## src/rtl/hswap_pkg.sv

```systemverilog
package hswap_pkg;

  typedef enum logic [2:0] {
    ST_IDLE,
    ST_RD_REQ,
    ST_RD_RSP,
    ST_WR_REQ,
    ST_WR_RSP,
    ST_WBACK,
    ST_FAULT
  } hs_state_e;

  typedef struct packed {
    logic acquire;
    logic release_o;
    logic tagchk;
    logic priv;
  } hs_attr_t;

endpackage

```

## src/rtl/hswap_attr.sv

```systemverilog
module hswap_attr
  import hswap_pkg::*;
#(
  parameter int ADDR_W     = 64,
  parameter int IDX_W      = 5,
  parameter int EL_W       = 2,
  parameter int ALIGN_LOG2 = 4
) (
  input  logic              acq_bit,
  input  logic              rel_bit,
  input  logic [IDX_W-1:0]  rt_idx,
  input  logic [IDX_W-1:0]  rn_idx,
  input  logic [ADDR_W-1:0] gpr_base,
  input  logic [ADDR_W-1:0] sp_base,
  input  logic [EL_W-1:0]   cur_el,
  output hs_attr_t          attr,
  output logic [ADDR_W-1:0] addr,
  output logic              sp_misaligned
);
  localparam logic [IDX_W-1:0] ZR_IDX = '1;

  logic use_sp;

  always_comb begin
    use_sp         = (rn_idx == ZR_IDX);
    addr           = use_sp ? sp_base : gpr_base;
    sp_misaligned  = use_sp && (sp_base[ALIGN_LOG2-1:0] != '0);
    attr.acquire   = acq_bit && (rt_idx != ZR_IDX);
    attr.release_o = rel_bit;
    attr.tagchk    = !use_sp;
    attr.priv      = (cur_el != '0);
  end

  // the zero-register destination never carries acquire
  always_comb begin
    p_acq_zr_r4: assert (!(attr.acquire && (rt_idx == ZR_IDX)));
  end

endmodule

```

## src/rtl/hswap_seq.sv

```systemverilog
module hswap_seq
  import hswap_pkg::*;
#(
  parameter int ADDR_W = 64,
  parameter int IDX_W  = 5,
  parameter int HW_W   = 16,
  parameter int REG_W  = 32
) (
  input  logic              clk,
  input  logic              rst,
  input  logic              op_valid,
  output logic              op_ready,
  input  logic              feat_en,
  input  hs_attr_t          attr_in,
  input  logic [ADDR_W-1:0] addr_in,
  input  logic              misaligned,
  input  logic [IDX_W-1:0]  rt_idx,
  input  logic [HW_W-1:0]   store_hw,
  output logic              mem_req_valid,
  input  logic              mem_req_ready,
  output logic              mem_req_write,
  output logic [ADDR_W-1:0] mem_req_addr,
  output logic [HW_W-1:0]   mem_req_wdata,
  output logic              mem_req_lock,
  output hs_attr_t          mem_req_attr,
  input  logic              mem_rsp_valid,
  input  logic [HW_W-1:0]   mem_rsp_rdata,
  output logic              wb_valid,
  output logic [IDX_W-1:0]  wb_idx,
  output logic [REG_W-1:0]  wb_data,
  output logic              flt_undef,
  output logic              flt_align
);
  localparam logic [IDX_W-1:0] ZR_IDX = '1;
  localparam int PAD_W = REG_W - HW_W;

  hs_state_e         state_q;
  hs_attr_t          attr_q;
  logic [ADDR_W-1:0] addr_q;
  logic [IDX_W-1:0]  rt_q;
  logic [HW_W-1:0]   wdata_q;
  logic [HW_W-1:0]   old_q;
  logic              undef_q;
  logic              align_q;

  always_ff @(posedge clk) begin
    if (rst) begin
      state_q <= ST_IDLE;
      attr_q  <= '0;
      addr_q  <= '0;
      rt_q    <= '0;
      wdata_q <= '0;
      old_q   <= '0;
      undef_q <= 1'b0;
      align_q <= 1'b0;
    end else begin
      case (state_q)
        ST_IDLE: if (op_valid) begin
          attr_q  <= attr_in;
          addr_q  <= addr_in;
          rt_q    <= rt_idx;
          wdata_q <= store_hw;
          if (!feat_en) begin
            undef_q <= 1'b1;
            state_q <= ST_FAULT;
          end else if (misaligned) begin
            align_q <= 1'b1;
            state_q <= ST_FAULT;
          end else begin
            state_q <= ST_RD_REQ;
          end
        end
        ST_FAULT: begin
          undef_q <= 1'b0;
          align_q <= 1'b0;
          state_q <= ST_IDLE;
        end
        ST_RD_REQ: if (mem_req_ready) state_q <= ST_RD_RSP;
        ST_RD_RSP: if (mem_rsp_valid) begin
          old_q   <= mem_rsp_rdata;
          state_q <= ST_WR_REQ;
        end
        ST_WR_REQ: if (mem_req_ready) state_q <= ST_WR_RSP;
        ST_WR_RSP: if (mem_rsp_valid) state_q <= ST_WBACK;
        ST_WBACK:  state_q <= ST_IDLE;
        default:   state_q <= ST_IDLE;
      endcase
    end
  end

  always_comb begin
    op_ready      = (state_q == ST_IDLE);
    mem_req_valid = (state_q == ST_RD_REQ) || (state_q == ST_WR_REQ);
    mem_req_write = (state_q == ST_WR_REQ);
    mem_req_lock  = (state_q == ST_RD_REQ) || (state_q == ST_RD_RSP) ||
                    (state_q == ST_WR_REQ) || (state_q == ST_WR_RSP);
    mem_req_addr  = addr_q;
    mem_req_wdata = wdata_q;
    mem_req_attr  = attr_q;
    wb_valid      = (state_q == ST_WBACK) && (rt_q != ZR_IDX);
    wb_idx        = rt_q;
    wb_data       = {{PAD_W{1'b0}}, old_q};
    flt_undef     = undef_q;
    flt_align     = align_q;
  end

  // a write request only ever goes out under the lock
  p_wr_locked_r2: assert property (@(posedge clk) disable iff (rst)
    (mem_req_valid && mem_req_write) |-> mem_req_lock);

  // the lock is released only after a response was taken
  p_lock_release_r2: assert property (@(posedge clk) disable iff (rst)
    $fell(mem_req_lock) |-> $past(mem_rsp_valid));

  // a stalled request holds its address and data
  p_req_hold_r11: assert property (@(posedge clk) disable iff (rst)
    (mem_req_valid && !mem_req_ready) |=>
      (mem_req_valid && $stable(mem_req_addr) && $stable(mem_req_wdata)));

  // upper write-back bits are zero
  p_wb_zext_r3: assert property (@(posedge clk) disable iff (rst)
    wb_valid |-> (wb_data[REG_W-1:HW_W] == '0));

  // no write-back reaches the zero register
  p_no_zr_wb_r10: assert property (@(posedge clk) disable iff (rst)
    wb_valid |-> (wb_idx != ZR_IDX));

  // an undefined operation touches neither memory nor registers
  p_undef_quiet_r8: assert property (@(posedge clk) disable iff (rst)
    flt_undef |-> (!mem_req_valid && !wb_valid && !mem_req_lock));

  // the two fault flags never coincide
  p_one_fault_r9: assert property (@(posedge clk) disable iff (rst)
    $onehot0({flt_undef, flt_align}));

endmodule

```

## src/rtl/hswap_unit.sv

```systemverilog
module hswap_unit
  import hswap_pkg::*;
#(
  parameter int ADDR_W     = 64,
  parameter int IDX_W      = 5,
  parameter int HW_W       = 16,
  parameter int REG_W      = 32,
  parameter int EL_W       = 2,
  parameter int ALIGN_LOG2 = 4
) (
  input  logic              clk,
  input  logic              rst,
  input  logic              op_valid,
  output logic              op_ready,
  input  logic              feat_atomic_en,
  input  logic              op_acq_bit,
  input  logic              op_rel_bit,
  input  logic [IDX_W-1:0]  op_rt,
  input  logic [IDX_W-1:0]  op_rn,
  input  logic [HW_W-1:0]   op_store_hw,
  input  logic [ADDR_W-1:0] op_base,
  input  logic [ADDR_W-1:0] op_sp,
  input  logic [EL_W-1:0]   op_el,
  output logic              mem_req_valid,
  input  logic              mem_req_ready,
  output logic              mem_req_write,
  output logic [ADDR_W-1:0] mem_req_addr,
  output logic [HW_W-1:0]   mem_req_wdata,
  output logic              mem_req_lock,
  output logic              mem_req_acquire,
  output logic              mem_req_release,
  output logic              mem_req_tagchk,
  output logic              mem_req_priv,
  input  logic              mem_rsp_valid,
  input  logic [HW_W-1:0]   mem_rsp_rdata,
  output logic              wb_valid,
  output logic [IDX_W-1:0]  wb_idx,
  output logic [REG_W-1:0]  wb_data,
  output logic              flt_undef,
  output logic              flt_align
);
  hs_attr_t          attr_c;
  hs_attr_t          attr_req;
  logic [ADDR_W-1:0] addr_c;
  logic              misal_c;

  hswap_attr #(
    .ADDR_W(ADDR_W), .IDX_W(IDX_W), .EL_W(EL_W), .ALIGN_LOG2(ALIGN_LOG2)
  ) u_attr (
    .acq_bit      (op_acq_bit),
    .rel_bit      (op_rel_bit),
    .rt_idx       (op_rt),
    .rn_idx       (op_rn),
    .gpr_base     (op_base),
    .sp_base      (op_sp),
    .cur_el       (op_el),
    .attr         (attr_c),
    .addr         (addr_c),
    .sp_misaligned(misal_c)
  );

  hswap_seq #(
    .ADDR_W(ADDR_W), .IDX_W(IDX_W), .HW_W(HW_W), .REG_W(REG_W)
  ) u_seq (
    .clk          (clk),
    .rst          (rst),
    .op_valid     (op_valid),
    .op_ready     (op_ready),
    .feat_en      (feat_atomic_en),
    .attr_in      (attr_c),
    .addr_in      (addr_c),
    .misaligned   (misal_c),
    .rt_idx       (op_rt),
    .store_hw     (op_store_hw),
    .mem_req_valid(mem_req_valid),
    .mem_req_ready(mem_req_ready),
    .mem_req_write(mem_req_write),
    .mem_req_addr (mem_req_addr),
    .mem_req_wdata(mem_req_wdata),
    .mem_req_lock (mem_req_lock),
    .mem_req_attr (attr_req),
    .mem_rsp_valid(mem_rsp_valid),
    .mem_rsp_rdata(mem_rsp_rdata),
    .wb_valid     (wb_valid),
    .wb_idx       (wb_idx),
    .wb_data      (wb_data),
    .flt_undef    (flt_undef),
    .flt_align    (flt_align)
  );

  assign mem_req_acquire = attr_req.acquire;
  assign mem_req_release = attr_req.release_o;
  assign mem_req_tagchk  = attr_req.tagchk;
  assign mem_req_priv    = attr_req.priv;

endmodule

```

## config.mk

```make
export PLATFORM = sky130hd
export DESIGN_NAME = hswap_unit
export DESIGN_NICKNAME = d
export VERILOG_FILES = /design/src/rtl/hswap_pkg.sv /design/src/rtl/hswap_attr.sv /design/src/rtl/hswap_seq.sv /design/src/rtl/hswap_unit.sv
export SDC_FILE = /design/constraint.sdc
export NUM_CORES = 1
export LEC_CHECK = 0
export CORE_AREA = 2 2 119 121
export CTS_CLUSTER_DIAMETER = 30
export DETAILED_ROUTE_END_ITERATION = 8
export DIE_AREA = 0 0 121 123
export PLACE_DENSITY = 0.9
export SYNTH_ARGS = -nofsm -noshare
export SYNTH_HDL_FRONTEND = slang
export SYNTH_HIERARCHICAL = 1
export SYNTH_SLANG_ARGS = --single-unit
```

## constraint.sdc

```tcl
create_clock -name clk -period 3.4 [get_ports clk]
set_input_delay 0.68 -clock clk [delete_from_list [all_inputs] [get_ports clk]]
set_output_delay 0.68 -clock clk [all_outputs]
set_load 0.02 [all_outputs]
```

---- Yosys cells after proc, flatten, opt, wreduce, memory -nomap -nowiden ----
Index checks and enable logic that the tools add are counted.
word-level totals
  register bits ........................... 110
  logic and storage cells ................. 61
operators by class
  equal/unequal tests ..................... 17
  multiplexer cells ....................... 16
  reductions and logical operators ........ 17
operators by type and width
  kind                                                                     number
  64-bit 2-to-1 mux                                                        1
  3-bit 2-to-1 mux                                                         7
  3-bit one-hot mux with 5 select lines                                    1
  2-bit inequality test, second input constant                             6
  5-bit inequality test, second input constant                             2
  3-bit == test, second input constant                                     3
  3-bit by 2-bit == test with 1-bit output, second input constant          2
  5-bit == test, second input constant                                     1
  1-bit 2-to-1 mux                                                         5
  5-bit AND reduction                                                      1
  1-bit logical OR                                                         4
  2-bit by 1-bit inequality test with 1-bit output, second input constant  2
  1-bit one-hot mux with 2 select lines                                    2
  2-bit AND reduction                                                      2
  4-bit AND reduction                                                      1
  2-bit nonzero test                                                       2
  4-bit nonzero test                                                       1
  3-bit by 1-bit == test with 1-bit output, second input constant          1
  1-bit logical AND                                                        3
  3-bit zero test                                                          1
  3-bit AND reduction                                                      1
  1-bit zero test                                                          1

---- Logic depth before layout (Yosys ltp) ----
Gate-level depths: netlist of run 1.
  depth after elaboration ................. 6
  depth in mapped cells ................... 7
  gate-level depth less buffers ........... 6

---- Modules after synthesis ----
Netlist of run 1, hierarchy kept.
by module, submodules not included
  module      times used  cells each  area each (sq um)  sequential area each (sq um)
  hswap_seq   1           530         4,156.5            2,202.1
  hswap_attr  1           80          988.4              0.0

---- Worst setup path after synthesis of run 1 ----
OpenSTA, ideal clock, no wires.
  path type ............................... reg2out
  start point ............................. register u_seq.state_q[0]
  end point ............................... output port wb_valid
  arrival time ............................ 1.383 ns
  setup slack ............................. 1.337 ns
  stages on the path, launching flop included .. 5
  path buffers ............................ 2
  cells stage by stage .................... dfxtp_1 -> buf_2 -> buf_1 -> nand2_1 -> a211oi_1
between the ends
  cells in the longest elaborated chain, start to end .. 2
RTL lines
  element                 line              source
  start, declared         hswap_seq.sv:37   hs_state_e state_q;
  start signal, assigned  hswap_seq.sv:48   state_q <= ST_IDLE;
  start signal, assigned  hswap_seq.sv:65   state_q <= ST_FAULT;
  start signal, assigned  hswap_seq.sv:68   state_q <= ST_FAULT;
  3-bit == test           hswap_seq.sv:100  wb_valid = (state_q == ST_WBACK) && (rt_q != ZR_IDX);
  1-bit logical AND       hswap_seq.sv:100
  end, declared           hswap_unit.sv:36  output logic wb_valid,
Every way passes these cells.

---- Worst setup path after layout of run 1 ----
  start point ............................. register u_seq.state_q[0]
  end point ............................... output port mem_req_lock
between the ends
  cells in the longest elaborated chain, start to end .. 4
  elaborated cells between the ends (all ways) .. 7
  classes of those cells .................. eq/ne (4); reduce/logical (3)
RTL lines
  element                                                                                                      line              source
  3-bit by 1-bit == test with 1-bit output / 3-bit by 2-bit == test with 1-bit output (equally long branches)  hswap_seq.sv:95   mem_req_lock = (state_q == ST_RD_REQ) || (state_q == ST_RD_RSP) ||
  1-bit logical OR (2 in series)                                                                               hswap_seq.sv:95
  1-bit logical OR *                                                                                           hswap_seq.sv:96   (state_q == ST_WR_REQ) || (state_q == ST_WR_RSP);
  end, declared                                                                                                hswap_unit.sv:29  output logic mem_req_lock,
Every way passes the cells marked *; elsewhere a longest branch is shown, timed or not.

==> results of run 1 <==
-- routing by layer --
metal / global-route usage [%] / vias to the layer above / wire (um)
met1: 21.4 / 2320 / 5950
met5: 0 / - / 0
met3: 6.55 / 36 / 1470
met2: 36.9 / 233 / 7970
li1: - / 2497 / -
met4: 9.88 / 0 / 570
-- registers in the layout, indices dropped and copies added (netlist names) --
name,cells
u_seq/flt_align,1
u_seq/flt_undef,1
u_seq/mem_req_addr,64
u_seq/mem_req_attr,4
u_seq/mem_req_wdata,16
u_seq/old_q,16
u_seq/state_q,3
u_seq/wb_idx,5
-- power groups by stage --
stage | Combinational, mW | Sequential [mW] | Clock (mW)
after floorplan | 0.736 | 1.85 | 0
final | 1.66 | 1.64 | 1.09
after detailed placement | 1.66 | 1.67 | 0
after global placement | 1.63 | 1.66 | 0
after global routing | 1.78 | 1.67 | 1.17
after CTS | 1.67 | 1.64 | 1.12
-- metrics by stage --
step           total power [mW]  utilization [%]
2_1_floorplan              2.58                -
3_3_place_gp               3.29             59.1
3_5_place_dp               3.34             59.1
4_1_cts                    4.43             61.3
5_1_grt                    4.62             61.3
6_report                   4.39             61.3
-- worst min-delay path: stages, from the launching register on --
cell and delay, ns:
dfxtp_1 0.31, nand2_1 0.05, a21oi_1 0.05
-- cell usage in the layout (no fill, tap or decap), types with 2 or more instances in the layout --
master	instances
nor2_1	6
clkinv_2	2
conb_1	16
inv_6	3
nor2b_1	3
mux2_4	40
nand2_1	214
buf_12	2
clkbuf_16	9
mux2_2	24
a221o_1	3
dfxtp_1	110
nand4bb_1	2
buf_4	5
a21oi_1	109
o21bai_1	2
a31oi_1	2
inv_1	6
clkdlybuf4s50_1	290
nor3_1	2
a211oi_1	4
-- cell type report --
| type | count | area (um2) |
|---|---|---|
| clock inverter | 6 | 66.3 |
| clock buffer | 10 | 239 |
| fill | 1162 | 5270 |
| multi-input combinational | 444 | 2610 |
| tap | 180 | 225 |
| timing repair buffer | 297 | 2980 |
| inverter | 6 | 22.5 |
| sequential | 110 | 2200 |
-- cell families after synthesis --
group / synth area share [%]
compound gates: 13.1
xor+xnor: 0.170
buf+inv: 8.00
flops: 42.8
mux: 16.9
other cells: 0.0729
simple gates: 18.9
-- worst paths after layout --
| kind | slack, ns | end | depth (start not counted) | start |
|---|---|---|---|---|
| max | 0.57 | mem_req_lock | 3 | u_seq/state_q[0]$_SDFFE_PP0P_ |
| min | 0.45 | u_seq/old_q[9]$_SDFFE_PP0P_ | 2 | u_seq/old_q[9]$_SDFFE_PP0P_ |
| max reg2reg | 1.30 | u_seq/mem_req_addr[4]$_SDFFE_PP0P_ | 3 | u_seq/state_q[2]$_SDFFE_PP0P_ |
| min reg2reg | 0.45 | u_seq/old_q[9]$_SDFFE_PP0P_ | 2 | u_seq/old_q[9]$_SDFFE_PP0P_ |
==> reports/qor.csv, run 1 <==
stage,metric,value,unit
global_routing,first-pass GRT wire length,23800,um
pwr,Sequential Power Share,37.4,%
logic_synthesis,"Avg Cell Area, Syn",8.43,um2
timing,RSZ-0062 raised after global routing,no,
placement,pre-CTS WS,0.788,ns
logic_synthesis,"Distinct cells, synth",36,
logic_synthesis,Mapped Cells,610,
clock_tree,# H-tree levels,3,
worst_setup_path,CP endpoint kind,output pin,
clock_tree,clock root cell,clkbuf_16,
routing,DR WL/cell,15.2,um
timing,hold violation count in the final report,0,
cells_and_area,final instance area,8350,um2
floorplan,core area,13600,um2
logic_synthesis,Yosys top cell by area,dfxtp_1,
worst_setup_path,CP Max Fanout,18,
global_routing,Congestion Overflow GR,0,
timing,hold_ws,0.455,ns
placement,GPL Wtd Cong,0.786,
worst_setup_path,Slowest cell on crit path,dfxtp_1,
clock_tree,# hold bufs at CTS,0,
floorplan,# IOs,308,
cells_and_area,synth-to-layout area growth,62.2,%
floorplan,DIE WIDTH,121,um
timing,worst rel slew slack,35.1,%
timing,Clock Skew,0.0121,ns
clock_tree,Max clock buf depth,2,
pwr,P_sw,1.51,mW
global_routing,vias in the first global route,4819,
floorplan,row cnt,43,
timing,fin crit share,83.3,%
timing,Setup-failing EPs final,0,
worst_setup_path,required time of the critical path,2.72,ns
timing,final worst slack,0.567,ns
worst_setup_path,CP startpoint kind,flip-flop,
logic_synthesis,Synth top area share,42.8,%
status,run status,completed,
pwr,Switching Share,34.5,%
timing,Least-Margin Pin Slew,0.974,ns
routing,DRT antenna net count,0,
floorplan,Initial Util,37.8,%
timing,FMAX,353,MHz
routing,first-iteration detailed-routing DRC count,216,
logic_synthesis,"Cell Area, Synth",5140,um2
worst_setup_path,"CP delay by family, top",flip-flops,
pwr,Comb pwr share,37.8,%
worst_setup_path,Crit path buffers/inverters,1,
routing,DRC,0,
placement,IO Port Bufs,291,
placement,Placed Area,8040,um2
min_path,Hold Path Class,flip-flop to flip-flop,
global_routing,Total GRT Usage,20.4,%
pwr,Cell Int Power,2.88,mW
routing,DR pass1 iterations,4,
timing,fin crit period,2.83,ns
logic_synthesis,number of synthesized flops with an enable pin,0,
placement,detailed placement HPWL,11900,um
pwr,Clk pwr share,24.8,%
worst_setup_path,CP max stage delay,0.75,ns
timing,final setup TNS,0,ns
floorplan,area of the die,14900,um2
clock_tree,worst-skew pair later-pin latency,0.35,ns
worst_setup_path,Worst Setup Path Type,flip-flop to output pin,
logic_synthesis,post-synthesis sequential area ratio,42.8,%
routing,Via Count,5086,
logic_synthesis,synth warn,6,
clock_tree,clock sinks,110,
pwr,leakage power,3.21,nW
timing,"Slew Viols, Final",0,
run,maxcap violations,0,
global_routing,largest net degree at the start of global routing,90,
clock_tree,Num CTS Buffers,9,
logic_synthesis,Area contributors post-synth,"dfxtp_1, nand2_1, mux2_4, a21oi_1, mux2_2",
clock_tree,"CTS clk-pin slew, worst paths",0.08,ns
logic_synthesis,top-count cell post-synth,nand2_1,
cells_and_area,nets,1048,
pwr,PwrDens,526,nW/um2
floorplan,die height,123,um
global_routing,initial antenna violation count,0,
logic_synthesis,Commonest cells post-synth,"nand2_1, dfxtp_1, a21oi_1, mux2_4",
logic_synthesis,fraction of registers with async set/reset,0,%
logic_synthesis,ys flop type,dfxtp_1,
placement,dpl cells,1037,
routing,Detailed Route WL,16000,um
cells_and_area,Antenna diodes,0,
worst_setup_path,Worst Path Arrival,2.15,ns
logic_synthesis,"flops & latches, synth",110,
clock_tree,CTS tree,built,
clock_tree,setup bufs post-CTS,0,
worst_setup_path,crit path cell chain,"nor2_1, xnor2_1, clkdlybuf4s50_1",
cells_and_area,share of post-route cells with drive strength above 1,10.7,%
pwr,VDD IR max,0.000255,V
cells_and_area,fin cells,1053,
routing,vias per inst,4.83,
clock_tree,post-CTS resize count,0,
(Power assumes the default switching activity.)
==> inputs of run 2 (changes only) <==
--- a/config.mk
+++ b/config.mk
@@ -5,10 +5,9 @@
 export SDC_FILE = /design/constraint.sdc
 export NUM_CORES = 1
 export LEC_CHECK = 0
-export CORE_AREA = 2 2 119 121
+export CORE_UTILIZATION = 38
 export CTS_CLUSTER_DIAMETER = 30
 export DETAILED_ROUTE_END_ITERATION = 8
-export DIE_AREA = 0 0 121 123
 export PLACE_DENSITY = 0.9
 export SYNTH_ARGS = -nofsm -noshare
 export SYNTH_HDL_FRONTEND = slang
==> constraint.sdc (replaced) <==
create_clock -name clk -period 2.8 [get_ports clk]
set_input_delay 0.56 -clock clk [delete_from_list [all_inputs] [get_ports clk]]
set_output_delay 0.56 -clock clk [all_outputs]
set_load 0.02 [all_outputs]
==> reports/qor.csv, run 2 (synthesis gave the netlist of run 1 again) <==
stage,metric,value,unit,change
clock_tree,CTS tree,built,,unchanged
timing,hold_ws,0.445,ns,was 0.455 ns
clock_tree,# hold bufs at CTS,0,,unchanged
clock_tree,# H-tree levels,3,,unchanged
floorplan,core area,13200,um2,was 13600 um2
routing,DRC,0,,unchanged
routing,vias per inst,4.81,,was 4.83
timing,"Slew Viols, Final",0,,unchanged
cells_and_area,share of post-route cells with drive strength above 1,11.7,%,was 10.7%
worst_setup_path,Worst Setup Path Type,flip-flop to output pin,,unchanged
floorplan,# IOs,308,,unchanged
timing,hold violation count in the final report,0,,unchanged
timing,final setup TNS,0,ns,unchanged
clock_tree,"CTS clk-pin slew, worst paths",0.08,ns,about the same
placement,pre-CTS WS,0.349,ns,was 0.788 ns
cells_and_area,most frequent cells in the layout,"clkdlybuf4s50_1, nand2_1, a21oi_1, dfxtp_1, mux2_4",,"was clkdlybuf4s50_1, nand2_1, dfxtp_1, a21oi_1, mux2_4"
global_routing,first-pass GRT wire length,24100,um,was 23800 um
cells_and_area,"commonest non-fill, non-tap cell in the layout",clkdlybuf4s50_1,,unchanged
worst_setup_path,Worst Path Arrival,1.91,ns,was 2.15 ns
routing,DRT antenna net count,0,,unchanged
routing,WL met3,1250,um,was 1470 um
floorplan,DIE WIDTH,118,um,was 121 um
clock_tree,worst-skew pair later-pin latency,0.34,ns,was 0.35 ns
run,maxcap violations,0,,unchanged
clock_tree,post-CTS resize count,0,,unchanged
timing,Least-Margin Pin Slew,0.653,ns,was 0.974 ns
global_routing,largest net degree at the start of global routing,62,,was 90
floorplan,Initial Util,38.9,%,was 37.8%
cells_and_area,Antenna diodes,0,,unchanged
routing,Top Metal Used,met4,,unchanged
placement,Placed Area,8120,um2,was 8040 um2
clock_tree,Max clock buf depth,2,,unchanged
clock_tree,clock root cell,clkbuf_16,,unchanged
timing,RSZ-0062 raised after global routing,no,,unchanged
worst_setup_path,CP Max Fanout,11,,was 18
min_path,hold path depth,2,,unchanged
clock_tree,clock sinks,110,,unchanged
pwr,leakage power,3.25,nW,was 3.21 nW
placement,IO Port Bufs,291,,unchanged
timing,FMAX,406,MHz,
global_routing,Congestion Overflow GR,0,,unchanged
routing,Detailed Route WL,15600,um,was 16000 um
routing,DR WL/cell,14.7,um,was 15.2 um
clock_tree,setup bufs post-CTS,0,,unchanged
placement,dpl cells,1042,,was 1037
timing,fin crit share,88.1,%,
worst_setup_path,R2R depth,5,,was 3
worst_setup_path,required time of the critical path,2.24,ns,was 2.72 ns
cells_and_area,nets,1057,,was 1048
routing,Met1 Wirelength,5900,um,was 5950 um
cells_and_area,Post-Route Utilization,63.6,%,was 61.3%
routing,metal2 WL,7990,um,was 7970 um
routing,DR pass1 iterations,5,,was 4
placement,GPL Wtd Cong,0.784,,was 0.786
cells_and_area,max reg flops,64,,unchanged
floorplan,row cnt,42,,was 43
routing,Via Count,5092,,was 5086
timing,final worst slack,0.334,ns,was 0.567 ns
cells_and_area,synth-to-layout area growth,63.7,%,was 62.2%
cells_and_area,final instance area,8420,um2,was 8350 um2
pwr,Pwr Total,5.36,mW,was 4.39 mW
floorplan,area of the die,14000,um2,was 14900 um2
floorplan,die height,118,um,was 123 um
status,run status,completed,,unchanged
placement,detailed placement HPWL,11600,um,was 11900 um
timing,Setup-failing EPs final,0,,unchanged
global_routing,initial antenna violation count,0,,unchanged
pwr,PwrDens,636,nW/um2,was 526 nW/um2
min_path,Hold Path Class,flip-flop to flip-flop,,unchanged
pwr,VDD IR max,0.000307,V,was 0.000255 V
global_routing,vias in the first global route,4906,,was 4819
routing,first-iteration detailed-routing DRC count,261,,was 216
cells_and_area,fin cells,1058,,was 1053
timing,fin crit period,2.47,ns,
global_routing,Total GRT Usage,21.7,%,was 20.4%
worst_setup_path,CP endpoint kind,output pin,,unchanged
timing,worst rel slew slack,55.9,%,was 35.1%
clock_tree,Num CTS Buffers,9,,unchanged
worst_setup_path,CP startpoint kind,flip-flop,,unchanged
timing,Clock Skew,0.00574,ns,was 0.0121 ns
-- run 2: cell types whose count changed in the layout (fill, tap and decap cells not counted) --
cell        change
inv_8           +1
buf_4           +8
clkinv_4        +1
clkbuf_8        -1
dfxtp_1         -1
buf_12          +1
dfxtp_2         +1
clkinvlp_4      +1
inv_6           -1
clkinv_2        -1
-- run 2: per-layer routing --
metal  vias up  global-route usage, %
li1       2516                      -
met1      2323                   23.2
met2       225                   39.6
met3        28                   5.84
met4         0                   9.70
met5         -                      0
-- run 2: area by class of cell --
cell class / count / area (um2)
timing repair buffer: 306 / 3060
clock inverter: 7 / 80.1
fill: 1071 / 4820
multi-input combinational: 444 / 2610
tap: 176 / 220
inverter: 6 / 22.5
clock buffer: 9 / 225
sequential: 110 / 2200
-- run 2: power by group --
| group | internal (mW) | switching [mW] |
|---|---|---|
| Combinational | 0.991 | 1.07 |
| Clock | 0.708 | 0.615 |
| Sequential | 1.81 | 0.161 |
-- run 2: worst paths after layout --
| kind | slack [ns] | startpoint | endpoint |
|---|---|---|---|
| worst max-delay path | 0.33 | u_seq/state_q[2]$_SDFFE_PP0P_ | op_ready |
| worst min-delay path | 0.45 | u_seq/flt_undef$_SDFFE_PP0P_ | u_seq/flt_undef$_SDFFE_PP0P_ |
| worst max register to register | 0.92 | u_seq/state_q[2]$_SDFFE_PP0P_ | u_seq/mem_req_addr[1]$_SDFFE_PP0P_ |
| worst min register to register | 0.45 | u_seq/flt_undef$_SDFFE_PP0P_ | u_seq/flt_undef$_SDFFE_PP0P_ |
-- run 2: worst max-delay path: stages, from the launching register on --
cell and delay [ns]:
dfxtp_1 0.42, buf_4 0.22, nor3_1 0.26, clkdlybuf4s50_1 0.66
